**config.mk**
```make
export PLATFORM = sky130hd
export DESIGN_NAME = edge_pulse_tx
export DESIGN_NICKNAME = d
export VERILOG_FILES = /design/src/rtl/etx_pkg.sv /design/src/rtl/etx_tick_gen.sv /design/src/rtl/etx_item_pick.sv /design/src/rtl/edge_pulse_tx.sv
export SDC_FILE = /design/constraint.sdc
export NUM_CORES = 1
export LEC_CHECK = 0
export ABC_CLOCK_PERIOD_IN_PS = 4900
export BUFFER_PORTS_ARGS = -buffer_cell sky130_fd_sc_hd__buf_2
export CORE_ASPECT_RATIO = 0.75
export CORE_UTILIZATION = 60
export CTS_CLUSTER_SIZE = 10
export DETAILED_ROUTE_END_ITERATION = 8
export GPL_TIMING_DRIVEN = 0
export HOLD_SLACK_MARGIN = 0.08
export PLACE_DENSITY = 0.88
export SYNTH_ARGS = -nofsm -noshare
export SYNTH_HDL_FRONTEND = slang
export SYNTH_SLANG_ARGS = --single-unit
```
**constraint.sdc**
```tcl
create_clock -name clk -period 4.9 [get_ports clk]
set_input_delay 0.245 -clock clk [delete_from_list [all_inputs] [get_ports clk]]
set_output_delay 0.245 -clock clk [all_outputs]
set_load 0.01 [all_outputs]
```
**src/rtl/etx_pkg.sv**
```systemverilog
package etx_pkg;

    typedef enum logic [2:0] {
        ST_IDLE,
        ST_SETUP,
        ST_HIGH,
        ST_LOW,
        ST_GAP
    } etx_state_e;

endpackage

```
**src/rtl/etx_tick_gen.sv**
```systemverilog
module etx_tick_gen #(
    parameter int DIV = 1
) (
    input  logic clk,
    input  logic rst_n,
    output logic tick
);
    localparam int CW = (DIV > 1) ? $clog2(DIV) : 1;

    logic [CW-1:0] div_q;

    assign tick = (div_q == CW'(DIV - 1));

    always_ff @(posedge clk or negedge rst_n) begin
        if (!rst_n)
            div_q <= '0;
        else if (tick)
            div_q <= '0;
        else
            div_q <= div_q + 1'b1;
    end
endmodule

```
**src/rtl/etx_item_pick.sv**
```systemverilog
module etx_item_pick #(
    parameter int NITEM = 11,
    parameter int VW    = 4,
    parameter int PW    = 4
) (
    input  logic [NITEM*VW-1:0] item_flat,
    input  logic [NITEM-1:0]    item_on,
    input  logic [PW-1:0]       from_ptr,
    output logic                hit,
    output logic [PW-1:0]       hit_idx,
    output logic [VW-1:0]       hit_val
);
    // lowest present item at or after from_ptr
    always_comb begin
        hit     = 1'b0;
        hit_idx = '0;
        hit_val = '0;
        for (int i = NITEM - 1; i >= 0; i--) begin
            if (item_on[i] && (PW'(i) >= from_ptr)) begin
                hit     = 1'b1;
                hit_idx = PW'(i);
                hit_val = item_flat[i*VW +: VW];
            end
        end
    end
endmodule

```
**src/rtl/edge_pulse_tx.sv**
```systemverilog
module edge_pulse_tx #(
    parameter int NSEG      = 4,
    parameter int SLOTS     = 2,
    parameter int IDXW      = 2,
    parameter int NIBW      = 4,
    parameter int SEP_TICKS = 4,
    parameter int DIV       = 1
) (
    input  logic                          clk,
    input  logic                          rst_n,
    input  logic                          start,
    input  logic [(NSEG/2)*NIBW-1:0]      cnt_in,
    input  logic [NSEG*SLOTS*IDXW-1:0]    idx_in,
    input  logic [NSEG*SLOTS-1:0]         idx_vld,
    input  logic [NIBW-1:0]               flags_in,
    output logic                          pulse_out,
    output logic                          busy
);
    import etx_pkg::*;

    localparam int NPAIR    = NSEG / 2;
    localparam int NSLOT    = NSEG * SLOTS;
    localparam int PER_PAIR = 1 + 2 * SLOTS;
    localparam int NITEM    = NPAIR * PER_PAIR + 1;
    localparam int PW       = $clog2(NITEM + 1);
    localparam int GW       = (SEP_TICKS > 1) ? $clog2(SEP_TICKS) : 1;

    etx_state_e state_q, state_d;
    logic [PW-1:0]   ptr_q, ptr_d;
    logic [NIBW-1:0] rem_q, rem_d;
    logic [GW-1:0]   gap_q, gap_d;

    logic [NPAIR*NIBW-1:0] cnt_q;
    logic [NSLOT*IDXW-1:0] idx_q;
    logic [NSLOT-1:0]      vld_q;
    logic [NIBW-1:0]       flg_q;

    logic                  tick;
    logic [NITEM*NIBW-1:0] item_flat;
    logic [NITEM-1:0]      item_on;
    logic                  hit;
    logic [PW-1:0]         hit_idx;
    logic [NIBW-1:0]       hit_val;
    logic                  accept;

    etx_tick_gen #(.DIV(DIV)) u_tick (
        .clk   (clk),
        .rst_n (rst_n),
        .tick  (tick)
    );

    // packet item list: per pair a count nibble then its slots; flags last
    for (genvar p = 0; p < NPAIR; p++) begin : g_pair
        assign item_flat[(p*PER_PAIR)*NIBW +: NIBW] = cnt_q[p*NIBW +: NIBW];
        assign item_on[p*PER_PAIR]                  = 1'b1;
        for (genvar j = 0; j < 2*SLOTS; j++) begin : g_slot
            localparam int K = p*2*SLOTS + j;
            assign item_flat[(p*PER_PAIR+1+j)*NIBW +: NIBW] = NIBW'(idx_q[K*IDXW +: IDXW]);
            assign item_on[p*PER_PAIR+1+j]                  = vld_q[K];
        end
    end
    assign item_flat[(NITEM-1)*NIBW +: NIBW] = flg_q;
    assign item_on[NITEM-1]                  = 1'b1;

    etx_item_pick #(.NITEM(NITEM), .VW(NIBW), .PW(PW)) u_pick (
        .item_flat (item_flat),
        .item_on   (item_on),
        .from_ptr  (ptr_q),
        .hit       (hit),
        .hit_idx   (hit_idx),
        .hit_val   (hit_val)
    );

    assign accept = (state_q == ST_IDLE) && start;

    always_comb begin
        state_d = state_q;
        ptr_d   = ptr_q;
        rem_d   = rem_q;
        gap_d   = gap_q;
        unique case (state_q)
            ST_IDLE: begin
                if (start) begin
                    state_d = ST_SETUP;
                    ptr_d   = '0;
                end
            end
            ST_SETUP: begin
                if (tick) begin
                    state_d = ST_HIGH;
                    ptr_d   = hit_idx + 1'b1;
                    rem_d   = hit_val;
                end
            end
            ST_HIGH: begin
                if (tick)
                    state_d = ST_LOW;
            end
            ST_LOW: begin
                if (tick) begin
                    if (rem_q == '0) begin
                        state_d = ST_GAP;
                        gap_d   = '0;
                    end else begin
                        state_d = ST_HIGH;
                        rem_d   = rem_q - 1'b1;
                    end
                end
            end
            ST_GAP: begin
                if (tick) begin
                    if (gap_q == GW'(SEP_TICKS - 1)) begin
                        if (hit) begin
                            state_d = ST_HIGH;
                            ptr_d   = hit_idx + 1'b1;
                            rem_d   = hit_val;
                        end else begin
                            state_d = ST_IDLE;
                        end
                    end else begin
                        gap_d = gap_q + 1'b1;
                    end
                end
            end
            default: state_d = ST_IDLE;
        endcase
    end

    // state register
    always_ff @(posedge clk or negedge rst_n) begin
        if (!rst_n) begin
            state_q <= ST_IDLE;
            ptr_q   <= '0;
            rem_q   <= '0;
            gap_q   <= '0;
            cnt_q   <= '0;
            idx_q   <= '0;
            vld_q   <= '0;
            flg_q   <= '0;
        end else begin
            state_q <= state_d;
            ptr_q   <= ptr_d;
            rem_q   <= rem_d;
            gap_q   <= gap_d;
            if (accept) begin
                cnt_q <= cnt_in;
                idx_q <= idx_in;
                vld_q <= idx_vld;
                flg_q <= flags_in;
            end
        end
    end

    // registered outputs
    always_ff @(posedge clk or negedge rst_n) begin
        if (!rst_n) begin
            pulse_out <= 1'b0;
            busy      <= 1'b0;
        end else begin
            pulse_out <= (state_d == ST_HIGH);
            busy      <= (state_d != ST_IDLE);
        end
    end
endmodule

```
# Word-level counts from Yosys, hierarchy flattened
# Cells that the tools add are included.
# totals
register_bits	52
out_inout_bits	2
# classes
n_addsub	4
order_cmp	11
n_eq_ne	15
muxes	61
reduce_logical	18
# op_table
op	n
$mux W4	33
$pmux W4 S3	2
$mux W3	7
$ne A2 B2 Y1 const B	9
$ge A3 B4 Y1 const A	4
$pmux W3 S5	1
$ge A4 B4 Y1 const A	3
$mux W1	12
$mux W2	5
$eq A3 B2 Y1 const B	3
$logic_and A1 B1 Y1	9
$reduce_bool A3 Y1	3
$ge A1 B4 Y1 const A	2
$ge A2 B4 Y1 const A	2
$reduce_and A7 Y1	1
$reduce_and A6 Y1	1
$reduce_and A5 Y1	1
$add A4 B1 Y4 const B	1
$logic_not A4 Y1	1
$pmux W2 S2	1
$sub A4 B1 Y4 const B	1
$eq A3 B1 Y1 const B	1
$eq A3 B3 Y1 const B	1
$logic_not A3 Y1	1
other kinds (4)	4

# Longest topological paths before layout
# depth
depth_word	17
depth_mapped	9

# By module
# A second synthesis with hierarchy kept.
# unflattened
cells_unflattened	282
area_unflattened_um2	3029.2
# by_module_without_submodules
mod	instances	cells_per_inst	area_each_um2
edge_pulse_tx	1	165	2259.7
etx_item_pick	1	115	758.2
etx_tick_gen	1	2	11.3

# Least setup slack after synthesis
# OpenSTA, ideal clock, no wires.
# synth_timing
path_type	flip-flop to flip-flop
from	register ptr_q[0]
to	register ptr_q[1]
setup_ns	0.121
arrival_ns	1.900
slack_ns	2.879
stages_incl_launch_ff	9
path_cell_list	dfrtp_1 > buf_6 > or2_1 > a21oi_2 > nor2_1 > o32ai_2 > a21oi_1 > ha_1 > a22o_2
# synth_between
elab_chain_len	17
# synth_rtl
item	line_no	text
start, declared	edge_pulse_tx.sv:29	logic [PW-1:0] ptr_q, ptr_d;
start signal, assigned	edge_pulse_tx.sv:142	ptr_q <= ptr_d;
$ge A4 B4 Y1	etx_item_pick.sv:19	if (item_on[i] && (PW'(i) >= from_ptr)) begin
$mux W4 / $logic_and A1 B1 Y1 (equally long branches)	etx_item_pick.sv:19	
$mux W4 (10 in series)	etx_item_pick.sv:19	
$add A4 B1 Y4	edge_pulse_tx.sv:91, edge_pulse_tx.sv:115	
$mux W4	edge_pulse_tx.sv:113	if (hit) begin
$mux W4	edge_pulse_tx.sv:112	if (gap_q == GW'(SEP_TICKS - 1)) begin
$mux W4	edge_pulse_tx.sv:111	if (tick) begin
$pmux W4 S3	edge_pulse_tx.sv:81	unique case (state_q)
# Parallel ways exist; a longest one is shown, timed or not. The select of a mux whose other input is x is not followed.
# A chain may end at the register's enable or synchronous reset.

# Worst setup path after layout
# Ends and elaborated chain as after synthesis.

==> metrics.txt <==
status complete, no violations; DP HPWL ~4.7 mm; gr ovfl total 0; global-route wire length before repair between 10 and 15 mm; XOR/XNOR share of the synthesized area 0.00315; core area 4470 um^2; register area roughly 1300 um^2; initial antenna violation count 0; Final TNS setup 0 ns; Fin Clk Skew 0.0134 ns; Max Fclk ~0.43 GHz; WP data arrival approximately 2.5 ns; worst vdd ir ~0.38 mV; Die Span Y between 60 and 70 um; nets between 300 and 400; first-pass iteration count of the detailed router 5; vias 2189; wl on met1 2.87 mm; most common cell after layout, fill and taps aside dfrtp_1; leakage roughly 1.4 nW; CTS tree done; Pins Over Slew Limit 0; Req. time, crit path ~5.1 ns; synthesized area per cell about 11 um^2; min Tclk post-route about 2.3 ns; RSZ-0062 raised after global routing false; Compound-Gate Fraction of Synth Area 0.195; drt drc 0; critical path type reg -> reg; htree depth 2; Hold Crit Class in -> reg; Setup-failing EPs final 0; starting density of the core 0.622; Port Buf Inserts 40; Final Hold Viols 0; post-CTS sizing 0; post-synthesis cell type count slightly below 70; CP max stage delay between 0.4 and 0.5 ns; Crit path buffers/inverters 1; antenna cell count 0; fill count approximately 350; Syn Nets around 300; top layer in use met4; crit-path max FO 10; Cell Chain, Critical Path buf_6 > or2_1 > a21oi_2 > nor2_1 > o32ai_2 > a21oi_1 > ha_1 > a22o_2; CTS Sinks 51; largest family of logic cells by synthesized area compound AO/OA/AOI/OAI gates; Yosys reg bits a little over 50; vias per cell approximately 6; commonest cells after routing, fill and taps aside dfrtp_1, buf_2, mux2_2, nand2_1, nor2_1; metal2 WL 2.82 mm; TritonCTS Buffers 5; CTS Buffer Depth 2; final antenna-violating net count 0; Post-CTS Setup Inserts 0; max_cap viols 0; synthesized area approximately 2800 um^2; pwr dens between 700 and 800 nW/um^2; fin crit share 0.475; YS warnings 0; Area Overhead vs Synth 13.0%; Setup crit end kind flip-flop; startpoint types flip-flop; area occupied by multi-input gates approximately 1400 um^2; Top Family by Delay on Critical Path compound AO/OA/AOI/OAI gates; Die Wd just over 80 um; Critical-path top delay cell dfrtp_1; All-Layer GR Usage 0.288; WL final between 6 and 7 mm; Skew-Pair Late Insertion Delay around 0.32 ns; Finished Core Util 0.703; largest net degree at the start of global routing 52; relative slew slack 0.272; mux cell area share after synthesis 0.126; Starting DRT DRC Count 226; layout cells sized above 1 0.378; total die area about 5000 um^2; I/O pin total between 40 and 50; routed len/inst roughly 17 um; Async SR Flop Fraction 1.00; met3 routed WL 464 um; clock slew at reported path FFs ~0.10 ns; routability cong. 0.935; Mapped Cells ~260; Seq/Total Area, Yosys 0.459; Worst-Margin Slew ~1.1 ns; adder-cell share of the synthesized area 0.0180; Rows 21; most common flop cell mapped by yosys dfrtp_1; Post-CTS Hold Buffers 0; Synth Area in Simple Gates 0.147; Post-synth EDFFs 0; vias in the first global route between 2000 and 2500; Root Buffer clkbuf_8
where the power goes:
| group | switching [mW] | total [mW] | internal, mW |
|---|---|---|---|
| clock network | 0.143 | 0.243 | 0.0996 |
| registers | 0.162 | 0.793 | 0.631 |
| logic | 0.655 | 1.21 | 0.552 |
| total | 0.961 | 2.24 | 1.28 |
cell type report:
cell class,instances,share of cell area
Multi-Input combinational cell,180,0.433
Clock inverter,3,0.00637
Buffer,12,0.0303
Timing Repair Buffer,40,0.0637
Clock buffer,5,0.0219
Inverter,13,0.0155
Sequential cell,51,0.406
Tap cell,57,0.0227
cell families after synthesis:
group | after synthesis
multiplexers | 31
XOR/XNOR | 1
AO/OA/AOI/OAI | 69
buffers and inverters | 25
AND/OR/NAND/NOR | 75
adder cells (fa/ha/maj) | 4
flip-flops | 51
flip-flops by register name, summed over array words and instances (netlist names):
register	count
state_q	3
ptr_q	4
pulse_out	1
busy	1
vld_q	8
idx_q	16
flg_q	4
rem_q	4
gap_q	2
cnt_q	8
synthesized netlist by cell type (2+ instances only):
| library cell | number | area (um^2) |
|---|---|---|
| a2111oi_4 | 2 | 55.1 |
| a21oi_1 | 9 | 45.0 |
| a21oi_2 | 2 | 17.5 |
| a22o_1 | 3 | 26.3 |
| a22oi_1 | 3 | 22.5 |
| a31oi_1 | 2 | 12.5 |
| buf_2 | 4 | 20.0 |
| buf_4 | 2 | 15.0 |
| buf_6 | 5 | 56.3 |
| dfrtp_1 | 51 | 1280 |
| ha_1 | 4 | 50.1 |
| inv_1 | 13 | 48.8 |
| mux2_2 | 31 | 349 |
| nand2_1 | 23 | 86.3 |
| nand2b_1 | 3 | 18.8 |
| nand3_1 | 4 | 20.0 |
| nand4_1 | 2 | 12.5 |
| nor2_1 | 17 | 63.8 |
| nor2b_1 | 2 | 12.5 |
| nor3_1 | 3 | 15.0 |
| nor4_1 | 2 | 12.5 |
| nor4b_2 | 2 | 30.0 |
| o211ai_1 | 3 | 22.5 |
| o21a_1 | 2 | 15.0 |
| o21ai_0 | 15 | 75.1 |
| o21ai_1 | 2 | 10.0 |
| o22ai_1 | 3 | 18.8 |
layer usage:
metal / global-route usage / vias to the layer above
met5: 0 / -
met4: 0.105 / 0
met3: 0.0647 / 10
met2: 0.436 / 118
met1: 0.410 / 1039
li1: - / 1022
worst paths after layout:
check	slack, ns	cells after the start	startpoint	endpoint
setup reg to reg	2.57	8	ptr_q[0]	ptr_q[1]
setup / recovery	2.57	8	ptr_q[0]	ptr_q[1]
min in group asynchronous	0.14	1	rst_n	ptr_q[2]
max in group asynchronous	4.10	1	rst_n	idx_q[0]
hold reg to reg	0.52	1	cnt_q[3]	cnt_q[3]
hold / removal	0.12	3	idx_in[14]	idx_q[14]
worst reg2reg max path, stage by stage, from the launching register on:
cell	delay [ns]
dfrtp_1	0.46
buf_6	0.18
or2_1	0.25
a21oi_2	0.19
nor2_1	0.11
o32ai_2	0.35
a21oi_1	0.14
ha_1	0.30
a22o_2	0.25
per-stage QoR:
step           setup slack (ns)  hold WS, ns  total power [mW]  area (um^2)  std cells
2_1_floorplan              2.88      -0.0506              1.68         2780        256
3_3_place_gp               2.60        0.449              1.92         3050        353
3_5_place_dp               2.62        0.451              1.98         3050        353
4_1_cts                    2.61        0.128              2.23         3140        361
5_1_grt                    2.48        0.141              2.41         3140        361
6_report                   2.57        0.124              2.24         3140        361
(Power assumes the default switching activity.)
